**config.mk**
```make
export PLATFORM = sky130hd
export DESIGN_NAME = tdma_slot_sched
export DESIGN_NICKNAME = d
export VERILOG_FILES = /design/src/rtl/tdma_pkg.sv /design/src/rtl/tdma_slot_timer.sv /design/src/rtl/tdma_owner_match.sv /design/src/rtl/tdma_line_drive.sv /design/src/rtl/tdma_slot_sched.sv
export SDC_FILE = /design/constraint.sdc
export NUM_CORES = 1
export LEC_CHECK = 0
export BUFFER_PORTS_ARGS = -buffer_cell sky130_fd_sc_hd__buf_2
export CORE_MARGIN = 2
export CORE_UTILIZATION = 54
export DETAILED_ROUTE_END_ITERATION = 7
export GPL_TIMING_DRIVEN = 0
export PLACE_DENSITY = 0.84
export SLEW_MARGIN = 10
export SYNTH_ARGS = -nofsm -noshare
export SYNTH_HDL_FRONTEND = slang
export SYNTH_SLANG_ARGS = --single-unit
```
**constraint.sdc**
```tcl
create_clock -name clk_i -period 7.35 [get_ports clk_i]
set_clock_uncertainty 0.15 [all_clocks]
set_input_delay 1.47 -clock clk_i [delete_from_list [all_inputs] [get_ports clk_i]]
set_output_delay 1.47 -clock clk_i [all_outputs]
set_load 0.05 [all_outputs]
```
**src/rtl/tdma_pkg.sv**
```systemverilog
package tdma_pkg;

    // level held on the bus line by a node that does not own the slot
    localparam logic LINE_IDLE = 1'b1;

    function automatic bit cfg_ok(input int num_slots, input int slot_len, input int sync_lat);
        return (num_slots >= 2) && (num_slots % 2 == 0) && (sync_lat >= 1) && (sync_lat < slot_len);
    endfunction

endpackage

```
**src/rtl/tdma_slot_timer.sv**
```systemverilog
module tdma_slot_timer #(
    parameter int NUM_SLOTS = 8,
    parameter int SLOT_LEN  = 64,
    parameter int SYNC_LAT  = 2,
    localparam int CYC_W    = $clog2(SLOT_LEN),
    localparam int SLOT_W   = $clog2(NUM_SLOTS)
) (
    input  logic              clk_i,
    input  logic              rst_ni,
    input  logic              master_i,
    input  logic              sync_i,
    output logic [SLOT_W-1:0] slot_o,
    output logic [SLOT_W-1:0] slot_nxt_o,
    output logic              run_nxt_o,
    output logic              slot_start_o,
    output logic              round_start_o
);

    localparam logic [CYC_W-1:0]  CYC_LAST  = CYC_W'(SLOT_LEN - 1);
    localparam logic [SLOT_W-1:0] SLOT_LAST = SLOT_W'(NUM_SLOTS - 1);
    localparam logic [CYC_W-1:0]  CYC_SYNC  = CYC_W'(SYNC_LAT);

    typedef struct packed {
        logic              run;
        logic [CYC_W-1:0]  cyc;
        logic [SLOT_W-1:0] slot;
        logic              sstart;
        logic              rstart;
    } tmr_t;

    tmr_t tmr_d, tmr_q;

    always_comb begin
        tmr_d        = tmr_q;
        tmr_d.sstart = 1'b0;
        tmr_d.rstart = 1'b0;
        if (!tmr_q.run) begin
            if (master_i) begin
                tmr_d.run    = 1'b1;
                tmr_d.cyc    = '0;
                tmr_d.slot   = '0;
                tmr_d.sstart = 1'b1;
                tmr_d.rstart = 1'b1;
            end else if (sync_i) begin
                // sync reports a round start SYNC_LAT cycles in the past
                tmr_d.run    = 1'b1;
                tmr_d.cyc    = CYC_SYNC;
                tmr_d.slot   = '0;
                tmr_d.sstart = 1'b1;
                tmr_d.rstart = 1'b1;
            end
        end else if (!master_i && sync_i) begin
            // realignment wins over a coincident wrap
            tmr_d.cyc  = CYC_SYNC;
            tmr_d.slot = '0;
        end else if (tmr_q.cyc == CYC_LAST) begin
            tmr_d.cyc    = '0;
            tmr_d.sstart = 1'b1;
            if (tmr_q.slot == SLOT_LAST) begin
                tmr_d.slot   = '0;
                tmr_d.rstart = 1'b1;
            end else begin
                tmr_d.slot = tmr_q.slot + 1'b1;
            end
        end else begin
            tmr_d.cyc = tmr_q.cyc + 1'b1;
        end
    end

    always_ff @(posedge clk_i or negedge rst_ni) begin
        if (!rst_ni) begin
            tmr_q <= '0;
        end else begin
            tmr_q <= tmr_d;
        end
    end

    assign slot_o        = tmr_q.slot;
    assign slot_nxt_o    = tmr_d.slot;
    assign run_nxt_o     = tmr_d.run;
    assign slot_start_o  = tmr_q.sstart;
    assign round_start_o = tmr_q.rstart;

endmodule

```
**src/rtl/tdma_owner_match.sv**
```systemverilog
module tdma_owner_match #(
    parameter int NUM_SLOTS = 8,
    parameter int NODE_W    = 3,
    localparam int SLOT_W   = $clog2(NUM_SLOTS)
) (
    input  logic [NUM_SLOTS*NODE_W-1:0] owner_tbl_i,
    input  logic [NODE_W-1:0]           node_id_i,
    input  logic [SLOT_W-1:0]           slot_i,
    output logic                        own_o
);

    logic [NUM_SLOTS-1:0] hit;

    for (genvar s = 0; s < NUM_SLOTS; s++) begin : g_slot
        assign hit[s] = (owner_tbl_i[s*NODE_W +: NODE_W] == node_id_i);
    end

    assign own_o = hit[slot_i];

endmodule

```
**src/rtl/tdma_line_drive.sv**
```systemverilog
module tdma_line_drive
    import tdma_pkg::*;
(
    input  logic clk_i,
    input  logic rst_ni,
    input  logic en_nxt_i,
    input  logic bit_i,
    output logic en_o,
    output logic line_o
);

    typedef struct packed {
        logic en;
        logic line;
    } drv_t;

    drv_t drv_d, drv_q;

    always_comb begin
        drv_d.en   = en_nxt_i;
        drv_d.line = en_nxt_i ? bit_i : LINE_IDLE;
    end

    always_ff @(posedge clk_i or negedge rst_ni) begin
        if (!rst_ni) begin
            drv_q <= '{en: 1'b0, line: LINE_IDLE};
        end else begin
            drv_q <= drv_d;
        end
    end

    assign en_o   = drv_q.en;
    assign line_o = drv_q.line;

endmodule

```
**src/rtl/tdma_slot_sched.sv**
```systemverilog
module tdma_slot_sched
    import tdma_pkg::*;
#(
    parameter int NUM_SLOTS = 8,
    parameter int SLOT_LEN  = 64,
    parameter int SYNC_LAT  = 2,
    parameter int NODE_W    = 3,
    localparam int SLOT_W   = $clog2(NUM_SLOTS)
) (
    input  logic                        clk_i,
    input  logic                        rst_ni,
    input  logic                        master_i,
    input  logic [NODE_W-1:0]           node_id_i,
    input  logic [NUM_SLOTS*NODE_W-1:0] owner_tbl_i,
    input  logic                        sync_i,
    input  logic                        tx_bit_i,
    output logic [SLOT_W-1:0]           slot_o,
    output logic                        slot_start_o,
    output logic                        round_start_o,
    output logic                        buf_idx_o,
    output logic                        tx_en_o,
    output logic                        tx_line_o,
    output logic                        sync_tx_o
);

    if (!cfg_ok(NUM_SLOTS, SLOT_LEN, SYNC_LAT)) begin : g_bad_cfg
        $error("slot scheduler: slot count must be even and sync latency must lie in 1..SLOT_LEN-1");
    end

    logic [SLOT_W-1:0] slot_nxt;
    logic              run_nxt;
    logic              own_nxt;

    tdma_slot_timer #(
        .NUM_SLOTS (NUM_SLOTS),
        .SLOT_LEN  (SLOT_LEN),
        .SYNC_LAT  (SYNC_LAT)
    ) u_timer (
        .clk_i         (clk_i),
        .rst_ni        (rst_ni),
        .master_i      (master_i),
        .sync_i        (sync_i),
        .slot_o        (slot_o),
        .slot_nxt_o    (slot_nxt),
        .run_nxt_o     (run_nxt),
        .slot_start_o  (slot_start_o),
        .round_start_o (round_start_o)
    );

    tdma_owner_match #(
        .NUM_SLOTS (NUM_SLOTS),
        .NODE_W    (NODE_W)
    ) u_owner (
        .owner_tbl_i (owner_tbl_i),
        .node_id_i   (node_id_i),
        .slot_i      (slot_nxt),
        .own_o       (own_nxt)
    );

    tdma_line_drive u_drive (
        .clk_i    (clk_i),
        .rst_ni   (rst_ni),
        .en_nxt_i (run_nxt && own_nxt),
        .bit_i    (tx_bit_i),
        .en_o     (tx_en_o),
        .line_o   (tx_line_o)
    );

    assign buf_idx_o = slot_o[0];
    assign sync_tx_o = master_i && round_start_o;

endmodule

```
==> qor.yml <==
global_routing:
  grt_pass1_vias: 1190
  grt_max_degree: 15
  grt_pass1_wl_mm: 5.01
  grt_remaining_overflow: 0
  track_usage_pct: 24.9
  grt_antenna_before_repair: 0
routing:
  ant_nets: 0
  wl_per_cell_um: 13.9
  drt_iter0_drc: 37
  route.vias.total: 1228
  wl_mm: 2.97
  vias_per_cell: 5.77
  drc: 0
  first_pass_iters: 4
yosys:
  synthCells: 145
  yosysTopAreaCell: "dfrtp_1"
  synth.distinct_cells: 46
  synth_async_sr_flop_share_pct: 100
  synth.area.top_cells: "dfrtp_1, xnor2_1, xor2_1"
  seq_area_frac_synth_pct: 28.3
  synth_top_family_by_area: "simple AND/OR/NAND/NOR gates"
  synth_mux_area_share_pct: 2.41
  synth-edff-count: 0
  synth_xor_area_share_pct: 17.6
  syn_area_um2: 1240
  synth_top_flop_cell: "dfrtp_1"
  yosysWarningCount: 0
  synth-simple-area-share_pct: 21.4
  yosys_register_bits: 14
  synth.top_cell.area_share_pct: 26.2
  synth_compound_area_share_pct: 19.2
  synth-adder-area-share_pct: 3.02
  synth_nets: 180
  syn_avg_cell_area_um2: 8.58
power_and_ir_drop:
  p_seq_share_pct: 41.6
  clock_power_share_pct: 25.4
  p_int_w: 0.000153
  powerDensity_nw_per_um2: 155
  power.net_switching_w: 0.0000789
  max-vdd-ir-drop_v: 0.000141
  cellLeakagePower_nw: 0.691
  p_comb_share_pct: 33.0
  switching_share_pct: 34.0
placement:
  io_buffers: 36
  place.gp.congestion: 0.914
  dp_hpwl_mm: 2.30
  dp_slack_ns: 3.38
clock_network:
  cts_setup_buffers: 0
  tritoncts: "built"
  cts.clk_slew.worst_paths_ns: 0.09
  hold_buffers: 0
  cts_resized: 0
  cts.path.max_buffers: 2
  cts_made_buffers: 3
  cts_root_buffer: "clkbuf_4"
  cts.sinks: 14
  worstSkewPairLatency_ns: 0.30
  cts-htree-levels: 1
setup_path:
  critPathKind: "primary input to primary output"
  cp_common_cell: "buf_2"
  worstSetupEndpointType: "primary output"
  ff2ff_setup_slack_ns: 4.61
  crit_arrival_ns: 2.36
  path_cells: "buf_2 -> clkbuf_1 -> and2_1 -> buf_2"
  startpoint_type: "primary input"
  critPathMaxStageDelay_ns: 0.35
  cp_top_family: "buffers and inverters"
  critPathRequiredTime_ns: 5.73
  critPathBufInv: 3
  cp_max_fo: 10
  slowest_stage: "clkbuf_1"
finish:
  drive_above_1_share_pct: 28.6
  diodes: 0
  final_common_cell: "buf_2"
  most-common-layout-cells: "buf_2, xnor2_1, dfrtp_1"
  nNetsFinal: 221
  area_growth_syn_to_layout_pct: 20.2
run:
  maxCapViolCount: 0
hold_path:
  hold_class: "flip-flop to flip-flop"
floorplan:
  row_count: 17
  dieArea_um2: 2700
  design.core.area_um2: 2190
  die_h_um: 52.0
  pin_count: 41
  dieWidth_um: 52.0
  start_util_pct: 56.8
timing:
  worst_pin_slew_ns: 0.542
  slew_violations: 0
  period_minus_slack_ns: 3.98
  rsz0062_at_grt: "no"
  setup_slack_ns: 3.37
  relSlewSlack_pct: 63.9
  setup_viol: 0
  maxClockFrequency_ghz: 0.251
  hold_viol_final: 0
  fin_crit_sh_pct: 54.2
  fin_setup_tns_ns: 0
outcome:
  status: "finished clean"
[cells in the mapped netlist, drive strengths merged (2+ instances only)]
master / n
xnor2: 19
dfrtp: 13
nand2: 11
nand3: 11
a21oi: 7
clkbuf: 7
inv: 7
buf: 6
xor2: 6
o21ai: 5
nor2: 4
nor3: 4
nor4: 4
o31ai: 4
a31oi: 3
ha: 3
mux2i: 3
nor2b: 3
and2: 2
and3: 2
nand4: 2
o32ai: 2
or4: 2
[kinds of logic after synthesis]
logic type                 count (synthesis)
buffers and inverters                     20
DFF                                       14
adders and majority gates                  3
muxes                                      3
AOI/OAI and AO/OA                         33
and+or+nand+nor                           47
xor gates and xnor gates                  25
[stage by stage]
| stage | power (W) | hold WS, ns | std cells | area (µm²) | util (%) |
|---|---|---|---|---|---|
| after floorplan | 0.000151 | 0.379 | 145 | 1240 | - |
| after global placement | 0.000168 | 0.416 | 209 | 1460 | 66.6 |
| after detailed placement | 0.000174 | 0.444 | 209 | 1460 | 66.6 |
| after CTS | 0.000231 | 0.462 | 213 | 1500 | 68.2 |
| after global routing | 0.000245 | 0.503 | 213 | 1500 | 68.2 |
| final | 0.000232 | 0.458 | 213 | 1500 | 68.2 |
[flip-flops by register name, summed over array words and instances (netlist names)]
name	cells
u_drive.en_o	1
u_drive.line_o	1
u_timer.round_start_o	1
u_timer.slot_o	3
u_timer.slot_start_o	1
u_timer.tmr_q	7
[layer usage]
| layer | GRT usage [%] | routed length [µm] | vias up | share of wire, % |
|---|---|---|---|---|
| met5 | 0 | 0 | - | 0 |
| met4 | 15.8 | 104 | 0 | 3.5 |
| met3 | 3.45 | 183 | 11 | 6.2 |
| met2 | 44.1 | 1480 | 67 | 50 |
| met1 | 27.5 | 1200 | 549 | 40 |
| li1 | - | - | 601 | - |
[path summary, 6_finish.rpt]
kind / startpoint / endpoint / cells after the start
min reg2reg: u_timer.tmr_q[10] / u_timer.tmr_q[10] / 1
min in group asynchronous: rst_ni / u_timer.tmr_q[10] / 1
max: master_i / sync_tx_o / 4
max in group asynchronous: rst_ni / u_drive.line_o / 1
min: u_timer.tmr_q[10] / u_timer.tmr_q[10] / 1
max reg2reg: u_timer.slot_o[0] / u_drive.line_o / 8
[worst reg2reg max path, stage by stage, from the launching register on]
cell	delay, ns
dfrtp_1	0.49
ha_1	0.24
ha_1	0.30
or4_4	0.56
nand3_4	0.14
inv_4	0.04
o41ai_2	0.34
o31ai_1	0.14
a211o_1	0.28
[cell type report]
class / instances / area [µm²]
multi-input combinational: 111 / 792
fill: 182 / 696
sequential: 14 / 352
timing repair buffer: 36 / 180
buffer: 13 / 71.3
clock buffer: 4 / 36.3
tap: 28 / 35.0
inverter: 7 / 28.8
[power groups by stage]
| stage | Clock [W] | Sequential, W | Combinational, W |
|---|---|---|---|
| 2_1_floorplan | 0 | 0.0000984 | 0.0000528 |
| 3_3_place_gp | 0 | 0.0000973 | 0.0000709 |
| 3_5_place_dp | 0 | 0.0000978 | 0.0000758 |
| 4_1_cts | 0.0000578 | 0.0000965 | 0.0000766 |
| 5_1_grt | 0.0000616 | 0.0000987 | 0.0000848 |
| 6_report | 0.0000589 | 0.0000966 | 0.0000766 |
Note: power is estimated with default switching activity, not from simulation.
